<file path="config.mk">
export PLATFORM = sky130hd
export DESIGN_NAME = trk_chan_regs
export DESIGN_NICKNAME = d
export VERILOG_FILES = /design/src/rtl/trk_regs_pkg.sv /design/src/rtl/trk_wr_decode.sv /design/src/rtl/trk_sequencer.sv /design/src/rtl/trk_result_bank.sv /design/src/rtl/trk_chan_regs.sv
export SDC_FILE = /design/constraint.sdc
export NUM_CORES = 1
export LEC_CHECK = 0
export ABC_AREA = 1
export CAP_MARGIN = 20
export CORE_AREA = 2 2 243 245
export CTS_CLUSTER_SIZE = 40
export DETAILED_ROUTE_END_ITERATION = 16
export DIE_AREA = 0 0 245 247
export DONT_BUFFER_PORTS = 1
export GPL_TIMING_DRIVEN = 0
export SETUP_SLACK_MARGIN = 0.4
export SKIP_CTS_REPAIR_TIMING = 1
export SYNTH_ARGS = -nofsm -noshare
export SYNTH_HDL_FRONTEND = slang
export SYNTH_SLANG_ARGS = --single-unit
</file>
<file path="constraint.sdc">
create_clock -name clk -period 5.2 [get_ports clk]
set_clock_uncertainty 0.2 [all_clocks]
set_input_delay 1.04 -clock clk [delete_from_list [all_inputs] [get_ports clk]]
set_output_delay 1.04 -clock clk [all_outputs]
set_load 0.05 [all_outputs]
</file>
<file path="src/rtl/trk_regs_pkg.sv">
package trk_regs_pkg;

    localparam int WORD_W = 32;
    localparam int ADDR_W = 4;

    // Word addresses whose position is decoded by host software
    localparam logic [ADDR_W-1:0] A_CODE_STEP = 4'd0;
    localparam logic [ADDR_W-1:0] A_TAP_BASE  = 4'd1;
    localparam logic [ADDR_W-1:0] A_INTEG     = 4'd7;
    localparam logic [ADDR_W-1:0] A_CODE_LEN  = 4'd8;
    localparam logic [ADDR_W-1:0] A_CARR_PH   = 4'd9;
    localparam logic [ADDR_W-1:0] A_CARR_STEP = 4'd10;
    localparam logic [ADDR_W-1:0] A_CODE_CMD  = 4'd11;
    localparam logic [ADDR_W-1:0] A_LOCK      = 4'd12;
    localparam logic [ADDR_W-1:0] A_SKIP      = 4'd13;
    localparam logic [ADDR_W-1:0] A_LAUNCH    = 4'd14;
    localparam logic [ADDR_W-1:0] A_SCRATCH   = 4'd15;

    typedef struct packed {
        logic code_step;
        logic integ;
        logic code_len;
        logic carr_ph;
        logic carr_step;
        logic code_cmd;
        logic lock;
        logic skip;
        logic launch;
        logic scratch;
    } wr_strb_t;

    typedef enum logic {
        SEQ_IDLE = 1'b0,
        SEQ_RUN  = 1'b1
    } seq_state_t;

    function automatic logic [ADDR_W-1:0] tap_idx_addr(input int k);
        return ADDR_W'(int'(A_TAP_BASE) + k);
    endfunction

    function automatic logic [ADDR_W-1:0] tap_frac_addr(input int k, input int n);
        return ADDR_W'(int'(A_TAP_BASE) + n + k);
    endfunction

endpackage

</file>
<file path="src/rtl/trk_wr_decode.sv">
module trk_wr_decode
    import trk_regs_pkg::*;
#(
    parameter int NTAPS = 3
) (
    input  logic              wr_en,
    input  logic [ADDR_W-1:0] wr_addr,
    output wr_strb_t          strb,
    output logic [NTAPS-1:0]  idx_we,
    output logic [NTAPS-1:0]  frac_we
);

    always_comb begin
        strb.code_step = wr_en && (wr_addr == A_CODE_STEP);
        strb.integ     = wr_en && (wr_addr == A_INTEG);
        strb.code_len  = wr_en && (wr_addr == A_CODE_LEN);
        strb.carr_ph   = wr_en && (wr_addr == A_CARR_PH);
        strb.carr_step = wr_en && (wr_addr == A_CARR_STEP);
        strb.code_cmd  = wr_en && (wr_addr == A_CODE_CMD);
        strb.lock      = wr_en && (wr_addr == A_LOCK);
        strb.skip      = wr_en && (wr_addr == A_SKIP);
        strb.launch    = wr_en && (wr_addr == A_LAUNCH);
        strb.scratch   = wr_en && (wr_addr == A_SCRATCH);
    end

    for (genvar k = 0; k < NTAPS; k++) begin : g_tap_dec
        assign idx_we[k]  = wr_en && (wr_addr == tap_idx_addr(k));
        assign frac_we[k] = wr_en && (wr_addr == tap_frac_addr(k, NTAPS));
    end

endmodule

</file>
<file path="src/rtl/trk_sequencer.sv">
module trk_sequencer
    import trk_regs_pkg::*;
(
    input  logic clk,
    input  logic rst,
    input  logic launch_we,
    input  logic corr_done,
    input  logic irq_ack,
    output logic run_start,
    output logic busy,
    output logic capture,
    output logic irq
);

    seq_state_t state;

    assign busy    = (state == SEQ_RUN);
    assign capture = busy && corr_done;

    always_ff @(posedge clk) begin
        if (rst) begin
            state     <= SEQ_IDLE;
            run_start <= 1'b0;
            irq       <= 1'b0;
        end else begin
            run_start <= 1'b0;
            case (state)
                SEQ_IDLE: begin
                    if (launch_we) begin
                        state     <= SEQ_RUN;
                        run_start <= 1'b1;
                        irq       <= 1'b0;
                    end else if (irq_ack) begin
                        irq <= 1'b0;
                    end
                end
                SEQ_RUN: begin
                    if (corr_done) begin
                        state <= SEQ_IDLE;
                        irq   <= 1'b1;
                    end else if (irq_ack) begin
                        irq <= 1'b0;
                    end
                end
                default: state <= SEQ_IDLE;
            endcase
        end
    end

endmodule

</file>
<file path="src/rtl/trk_result_bank.sv">
module trk_result_bank #(
    parameter int NTAPS = 3,
    parameter int RES_W = 21
) (
    input  logic                   clk,
    input  logic                   rst,
    input  logic                   capture,
    input  logic [NTAPS*RES_W-1:0] re_in,
    input  logic [NTAPS*RES_W-1:0] im_in,
    output logic [NTAPS*RES_W-1:0] re_q,
    output logic [NTAPS*RES_W-1:0] im_q
);

    for (genvar k = 0; k < NTAPS; k++) begin : g_tap_res
        always_ff @(posedge clk) begin
            if (rst) begin
                re_q[k*RES_W +: RES_W] <= '0;
                im_q[k*RES_W +: RES_W] <= '0;
            end else if (capture) begin
                re_q[k*RES_W +: RES_W] <= re_in[k*RES_W +: RES_W];
                im_q[k*RES_W +: RES_W] <= im_in[k*RES_W +: RES_W];
            end
        end
    end

endmodule

</file>
<file path="src/rtl/trk_chan_regs.sv">
module trk_chan_regs
    import trk_regs_pkg::*;
#(
    parameter int NTAPS = 3,
    parameter int RES_W = 21
) (
    input  logic                     clk,
    input  logic                     rst,
    input  logic                     wr_en,
    input  logic [3:0]               wr_addr,
    input  logic [31:0]              wr_data,
    input  logic                     rd_en,
    input  logic [3:0]               rd_addr,
    output logic [31:0]              rd_data,
    input  logic                     irq_ack,
    output logic                     irq,
    output logic [31:0]              code_step,
    output logic [31:0]              integ_len_m1,
    output logic [31:0]              code_len_m1,
    output logic [31:0]              carr_phase,
    output logic [31:0]              carr_step,
    output logic [31:0]              skip_count,
    output logic [NTAPS*32-1:0]      tap_index,
    output logic [NTAPS*32-1:0]      tap_frac,
    output logic                     code_cmd_vld,
    output logic [31:0]              code_cmd_data,
    output logic                     samples_pass,
    output logic                     run_start,
    input  logic                     corr_done,
    input  logic [NTAPS*RES_W-1:0]   res_re,
    input  logic [NTAPS*RES_W-1:0]   res_im
);

    localparam int RES_V = NTAPS * RES_W;

    wr_strb_t         strb;
    logic [NTAPS-1:0] idx_we;
    logic [NTAPS-1:0] frac_we;
    logic             busy_w;
    logic             capture_w;
    logic [RES_V-1:0] re_q;
    logic [RES_V-1:0] im_q;
    logic [31:0]      scratch_q;
    logic [31:0]      rd_mux;

    trk_wr_decode #(.NTAPS(NTAPS)) u_dec (
        .wr_en   (wr_en),
        .wr_addr (wr_addr),
        .strb    (strb),
        .idx_we  (idx_we),
        .frac_we (frac_we)
    );

    trk_sequencer u_seq (
        .clk       (clk),
        .rst       (rst),
        .launch_we (strb.launch),
        .corr_done (corr_done),
        .irq_ack   (irq_ack),
        .run_start (run_start),
        .busy      (busy_w),
        .capture   (capture_w),
        .irq       (irq)
    );

    trk_result_bank #(.NTAPS(NTAPS), .RES_W(RES_W)) u_res (
        .clk     (clk),
        .rst     (rst),
        .capture (capture_w),
        .re_in   (res_re),
        .im_in   (res_im),
        .re_q    (re_q),
        .im_q    (im_q)
    );

    // Setting words
    always_ff @(posedge clk) begin
        if (rst) begin
            code_step     <= '0;
            integ_len_m1  <= '0;
            code_len_m1   <= '0;
            carr_phase    <= '0;
            carr_step     <= '0;
            skip_count    <= '0;
            scratch_q     <= '0;
            samples_pass  <= 1'b0;
            code_cmd_vld  <= 1'b0;
            code_cmd_data <= '0;
        end else begin
            code_cmd_vld <= strb.code_cmd;
            if (strb.code_cmd)  code_cmd_data <= wr_data;
            if (strb.code_step) code_step     <= wr_data;
            if (strb.integ)     integ_len_m1  <= wr_data;
            if (strb.code_len)  code_len_m1   <= wr_data;
            if (strb.carr_ph)   carr_phase    <= wr_data;
            if (strb.carr_step) carr_step     <= wr_data;
            if (strb.skip)      skip_count    <= wr_data;
            if (strb.scratch)   scratch_q     <= wr_data;
            if (strb.lock)      samples_pass  <= wr_data[0];
        end
    end

    for (genvar k = 0; k < NTAPS; k++) begin : g_tap_cfg
        always_ff @(posedge clk) begin
            if (rst) begin
                tap_index[k*32 +: 32] <= '0;
                tap_frac[k*32 +: 32]  <= '0;
            end else begin
                if (idx_we[k])  tap_index[k*32 +: 32] <= wr_data;
                if (frac_we[k]) tap_frac[k*32 +: 32]  <= wr_data;
            end
        end
    end

    // Read path: tap words return captured results
    always_comb begin
        case (rd_addr)
            A_CODE_STEP: rd_mux = code_step;
            A_INTEG:     rd_mux = integ_len_m1;
            A_CODE_LEN:  rd_mux = code_len_m1;
            A_CARR_PH:   rd_mux = carr_phase;
            A_CARR_STEP: rd_mux = carr_step;
            A_LOCK:      rd_mux = {31'd0, samples_pass};
            A_SKIP:      rd_mux = skip_count;
            A_SCRATCH:   rd_mux = scratch_q;
            default:     rd_mux = '0;
        endcase
        for (int k = 0; k < NTAPS; k++) begin
            if (rd_addr == tap_idx_addr(k))
                rd_mux = 32'(re_q[k*RES_W +: RES_W]);
            if (rd_addr == tap_frac_addr(k, NTAPS))
                rd_mux = 32'(im_q[k*RES_W +: RES_W]);
        end
    end

    always_ff @(posedge clk) begin
        if (rst)        rd_data <= '0;
        else if (rd_en) rd_data <= rd_mux;
    end

endmodule

</file>
* Word level (Yosys, flattened, before mapping) *
Index checks and enable logic that the tools add are counted.
Widths: inputs -> output; s select.

word-level totals
  register bits = 611

cells by class
  equality and inequality tests = 28
  mux-type cells = 14
  bitwise logic cells = 1
  reduce and logical (&&, ||, !) cells = 20

operators by type and width
  cell                count
  $pmux 32 s8         1
  $mux 32             6
  $eq 4x4->1 const B  14
  $eq 4x3->1 const B  8
  $logic_and 1x1->1   17
  $eq 4x2->1 const B  4
  $eq 4x1->1 const B  2
  $logic_not 4->1     2
  $mux 1              5
  $pmux 1 s2          2
  $reduce_or 2->1     1
  $not 1->1           1

* Longest topological paths before layout *
  word-level depth = 8
  mapped depth = 14

* Modules after synthesis *
Synthesis repeated with hierarchy kept, for this count alone.

second synthesis, totals
  cells, all modules = 3,586
  area, all modules = 24,701.2 µm²

by module, submodules not included
  module           instances  cells each  area an instance (µm²)
  trk_chan_regs    1          2,739       19,259.7
  trk_result_bank  1          798         5,178.7
  trk_wr_decode    1          33          140.1
  trk_sequencer    1          16          122.6

* Least setup slack after synthesis *
Ideal clock, no wire load.

  path type = input to register
  start point = input wr_en
  end point = register carr_step[23]
  buffers on the path = 3
  stages on the path = 8
  slack = 2,674 ps
  arrival = 2,194 ps
  library setup time = 132 ps
  cells stage by stage = buf_2 -> nand3_1 -> nor2_1 -> inv_1 -> buf_2 -> buf_1 -> nand2_1 -> a21oi_1

on the way
  cells in the longest elaborated chain, start to end = 1

RTL lines
  element               line                 source
  start, declared       trk_chan_regs.sv:9   input logic wr_en,
  $logic_and 1x1->1     trk_wr_decode.sv:18  strb.carr_step = wr_en && (wr_addr == A_CARR_STEP);
  end signal, assigned  trk_chan_regs.sv:96  if (strb.carr_step) carr_step <= wr_data;
  end, declared         trk_chan_regs.sv:21  output logic [31:0] carr_step,

Every way passes these cells.
A chain may end at the register's enable or synchronous reset.

* Worst setup path in the final report *
  start point = input wr_en
  end point = register carr_step[15]

Same word-level chain as after synthesis.

==> summary.txt <==
Power
  – Gate power share: 0.047
  – Cell area power density: about 380 nW/µm²
  – Sw frac: 0.261
  – Flop pwr share: 0.483
  – Static Leak: 0.00911 µW
  – Cell Int Power: 7600 µW
  – Clock power frac: 0.470
  – VDD IR max: 0.246 mV
  – Psw: 2690 µW

Synthesis
  – Post-synth cell types: 32
  – Number of synthesized flops with an enable pin: 0
  – Compound-Gate Fraction of Synth Area: 0.148
  – Synth Flop Type: dfxtp_1
  – Post-synthesis xor/xnor area fraction: 0
  – Cell with the most instances after synthesis: nand2_1
  – Post-synthesis register bit count: 611
  – Post-synthesis mux area share: 0
  – Sequential cell area fraction in the yosys report: 0.513
  – Area fraction of the dominant cell type after synthesis: 0.513
  – Ys Warns: 0
  – Syn Area/Cell: 7.23 µm²
  – Post-synth top cells: nand2_1 (1,261), dfxtp_1 (611), a21oi_1 (529)
  – Post-Synthesis Cells: 3,299
  – Largest cells by area after synthesis: dfxtp_1 (51%), nand2_1 (20%), a21oi_1 (11%), clkbuf_1 (3.3%), nor2_1 (3.3%)
  – Main combinational cell family by area after synthesis: simple AND/OR/NAND/NOR gates
  – Post-Synth Simple-Gate Area: 0.276
  – Mapped cell area: 23,800 µm²
  – Area leader, netlist: dfxtp_1
  – Post-Synth Adder-Cell Area: 0
  – Asr flop ratio synth: 0
  – Syn nets: 3,471

STA
  – Final period utilization: 0.637
  – Setup TNS: 0 ps
  – RSZ-0062 raised after global routing: false
  – Tmin final: 3310 ps
  – Setup violators final: 0
  – PnR worst setup slack: 1890 ps
  – Hold Vio Cnt, Final: 0
  – Worst hold slack: 261 ps
  – FMAX: 0.302 GHz
  – Max Slew Vio Count: 0
  – Slew HR: 0.213
  – Worst Max-Slew Pin Slew: 1180 ps

GRT
  – First-pass GRT wire length: 155,000 µm
  – Largest net degree at the start of global routing: 14
  – Vias in the first global route: around 21,000
  – GR Overflow Total: 0
  – Initial antenna violation count: 5
  – Tot GR Track Use: 0.354

Detailed routing
  – Initial drt markers: 2,469
  – Vias/cell: 5.66
  – Final ANT Viol Nets: 0
  – Final WL: 112,000 µm
  – Initial DRT Pass Iterations: 7
  – DRC violations left: 0
  – Wirelength per Cell: between 20 and 30 µm
  – Routed vias: 23,800

Placement
  – Worst slack at placement: 1390 ps
  – DP Wirelength: approximately 85,000 µm
  – Placed instance area: ~25,000 µm²
  – Count of input and output buffers: 0
  – Gpl congestion: 0.953

Critical path
  – Worst R2R Path Depth: 6
  – CP arrival: 3580 ps
  – Req. time, crit path: approximately 5500 ps
  – Startpoint types: primary input
  – Setup CP Type: in2reg
  – Worst setup EP type: flip-flop
  – CP max FO: 10
  – Worst reg2reg setup slack: 2580 ps

Hold path
  – Worst hold path depth: 2
  – Hold WC Path Type: reg2reg

Floorplan
  – Die H: 247 µm
  – Starting Density: 0.409
  – Placeable Area: 58,200 µm²
  – Die outline width: 245 µm
  – Core Rows: 89
  – I/O pins: 624
  – Die area: 60,500 µm²

Cells and area
  – P&R area growth vs syn: 13.7%
  – Filler Cells Inserted: 6,040
  – Nets: 3,544
  – Fin area: 27,100 µm²
  – Layout cells sized above 1: 0.0470

Clocking
  – H-tree depth: 3
  – # clock sinks: 611
  – CTS tree: built
  – Clk_lat worst skew: 630 ps
  – TritonCTS Buffers: 67
  – Clk root buf: clkbuf_16
  – Clk pin slew, worst setup/hold paths: 60 ps
  – Clk buf depth: 3

Flow run
  – Max Cap Violations: 0

Outcome
  – Status: completed
==> layer usage <==
| metal | wire [µm] | global-route usage | vias to the layer above |
|---|---|---|---|
| met5 | 40 | 0 | - |
| met4 | 5650 | 0.160 | 4 |
| met3 | 13500 | 0.123 | 286 |
| met2 | 49300 | 0.553 | 1356 |
| met1 | 43300 | 0.439 | 11300 |
| li1 | - | - | 10800 |
==> cell type report <==
type | count | area [µm²] | area share
flip-flops and latches | 611 | 12200 | 0.451
well taps | 773 | 967 | 0.0357
repair buffers | 4 | 85.1 | 0.00314
clock buffers | 106 | 1990 | 0.0735
inverters | 124 | 465 | 0.0172
multi-input cells | 2304 | 10100 | 0.373
clock inverters | 16 | 214 | 0.00789
plain buffers | 260 | 1040 | 0.0385
diodes | 4 | 10.0 | 0.000369
==> cells by family after synthesis <==
kind of cell | count (synthesis)
buffers and inverters | 384
and+or+nand+nor | 1656
DFF | 611
AOI/OAI and AO/OA | 648
==> placed cells by master (no fill, tap or decap), types with 2 or more instances in the layout <==
master	instances
o22ai_1	14
a221oi_1	8
clkbuf_16	68
nor2_4	4
buf_8	2
inv_2	3
clkbuf_1	234
diode_2	4
buf_16	2
nand2_1	1261
nand4_1	68
o21ai_1	3
clkinv_8	2
buf_4	6
nor3_1	6
a21oi_1	529
nor2_2	7
dfxtp_1	611
o31ai_1	2
buf_1	11
nor2_1	211
clkbuf_8	15
nand3_1	95
inv_16	2
inv_1	120
or2_2	2
buf_2	30
a211oi_1	83
bufinv_16	2
a21oi_2	2
clkinv_2	7
o221ai_1	2
o21ai_0	2
==> metrics by stage <==
step | cells | power [µW] | util
final | 4202 | 10300 | 0.466
after global routing | 4200 | 10500 | 0.466
after CTS | 4198 | 10300 | 0.465
after detailed placement | 4076 | 5540 | 0.428
after global placement | 4072 | 5530 | 0.426
after floorplan | 3299 | 5300 | -
==> critical path: stages <==
cell,delay (ps)
buf_2,180
nand3_1,230
nor2_1,920
inv_1,310
buf_2,330
buf_1,330
nand2_1,160
a21oi_1,70
==> flip-flops by register name, summed over array words and instances, names as in the netlist, 63 cells and up <==
register,count
tap_index,96
tap_frac,96
u_res.re_q,63
u_res.im_q,63
==> power groups by stage <==
stage | Sequential, µW | Clock [µW] | Combinational [µW]
after floorplan | 5040 | 0 | 267
after global placement | 5070 | 0 | 461
after detailed placement | 5070 | 0 | 472
after CTS | 4970 | 4850 | 473
after global routing | 4970 | 5050 | 511
final | 4970 | 4830 | 486
==> final timing paths <==
kind                                       to                         from
hold / removal    u_res.re_q[42]$_SDFFE_PP0P_  u_res.re_q[42]$_SDFFE_PP0P_
hold reg to reg   u_res.re_q[42]$_SDFFE_PP0P_  u_res.re_q[42]$_SDFFE_PP0P_
setup reg to reg  u_res.im_q[17]$_SDFFE_PP0P_        u_seq.busy$_SDFF_PP0_
setup / recovery   carr_step[15]$_SDFFE_PP0P_                        wr_en
Power figures use the tool's default switching activity.
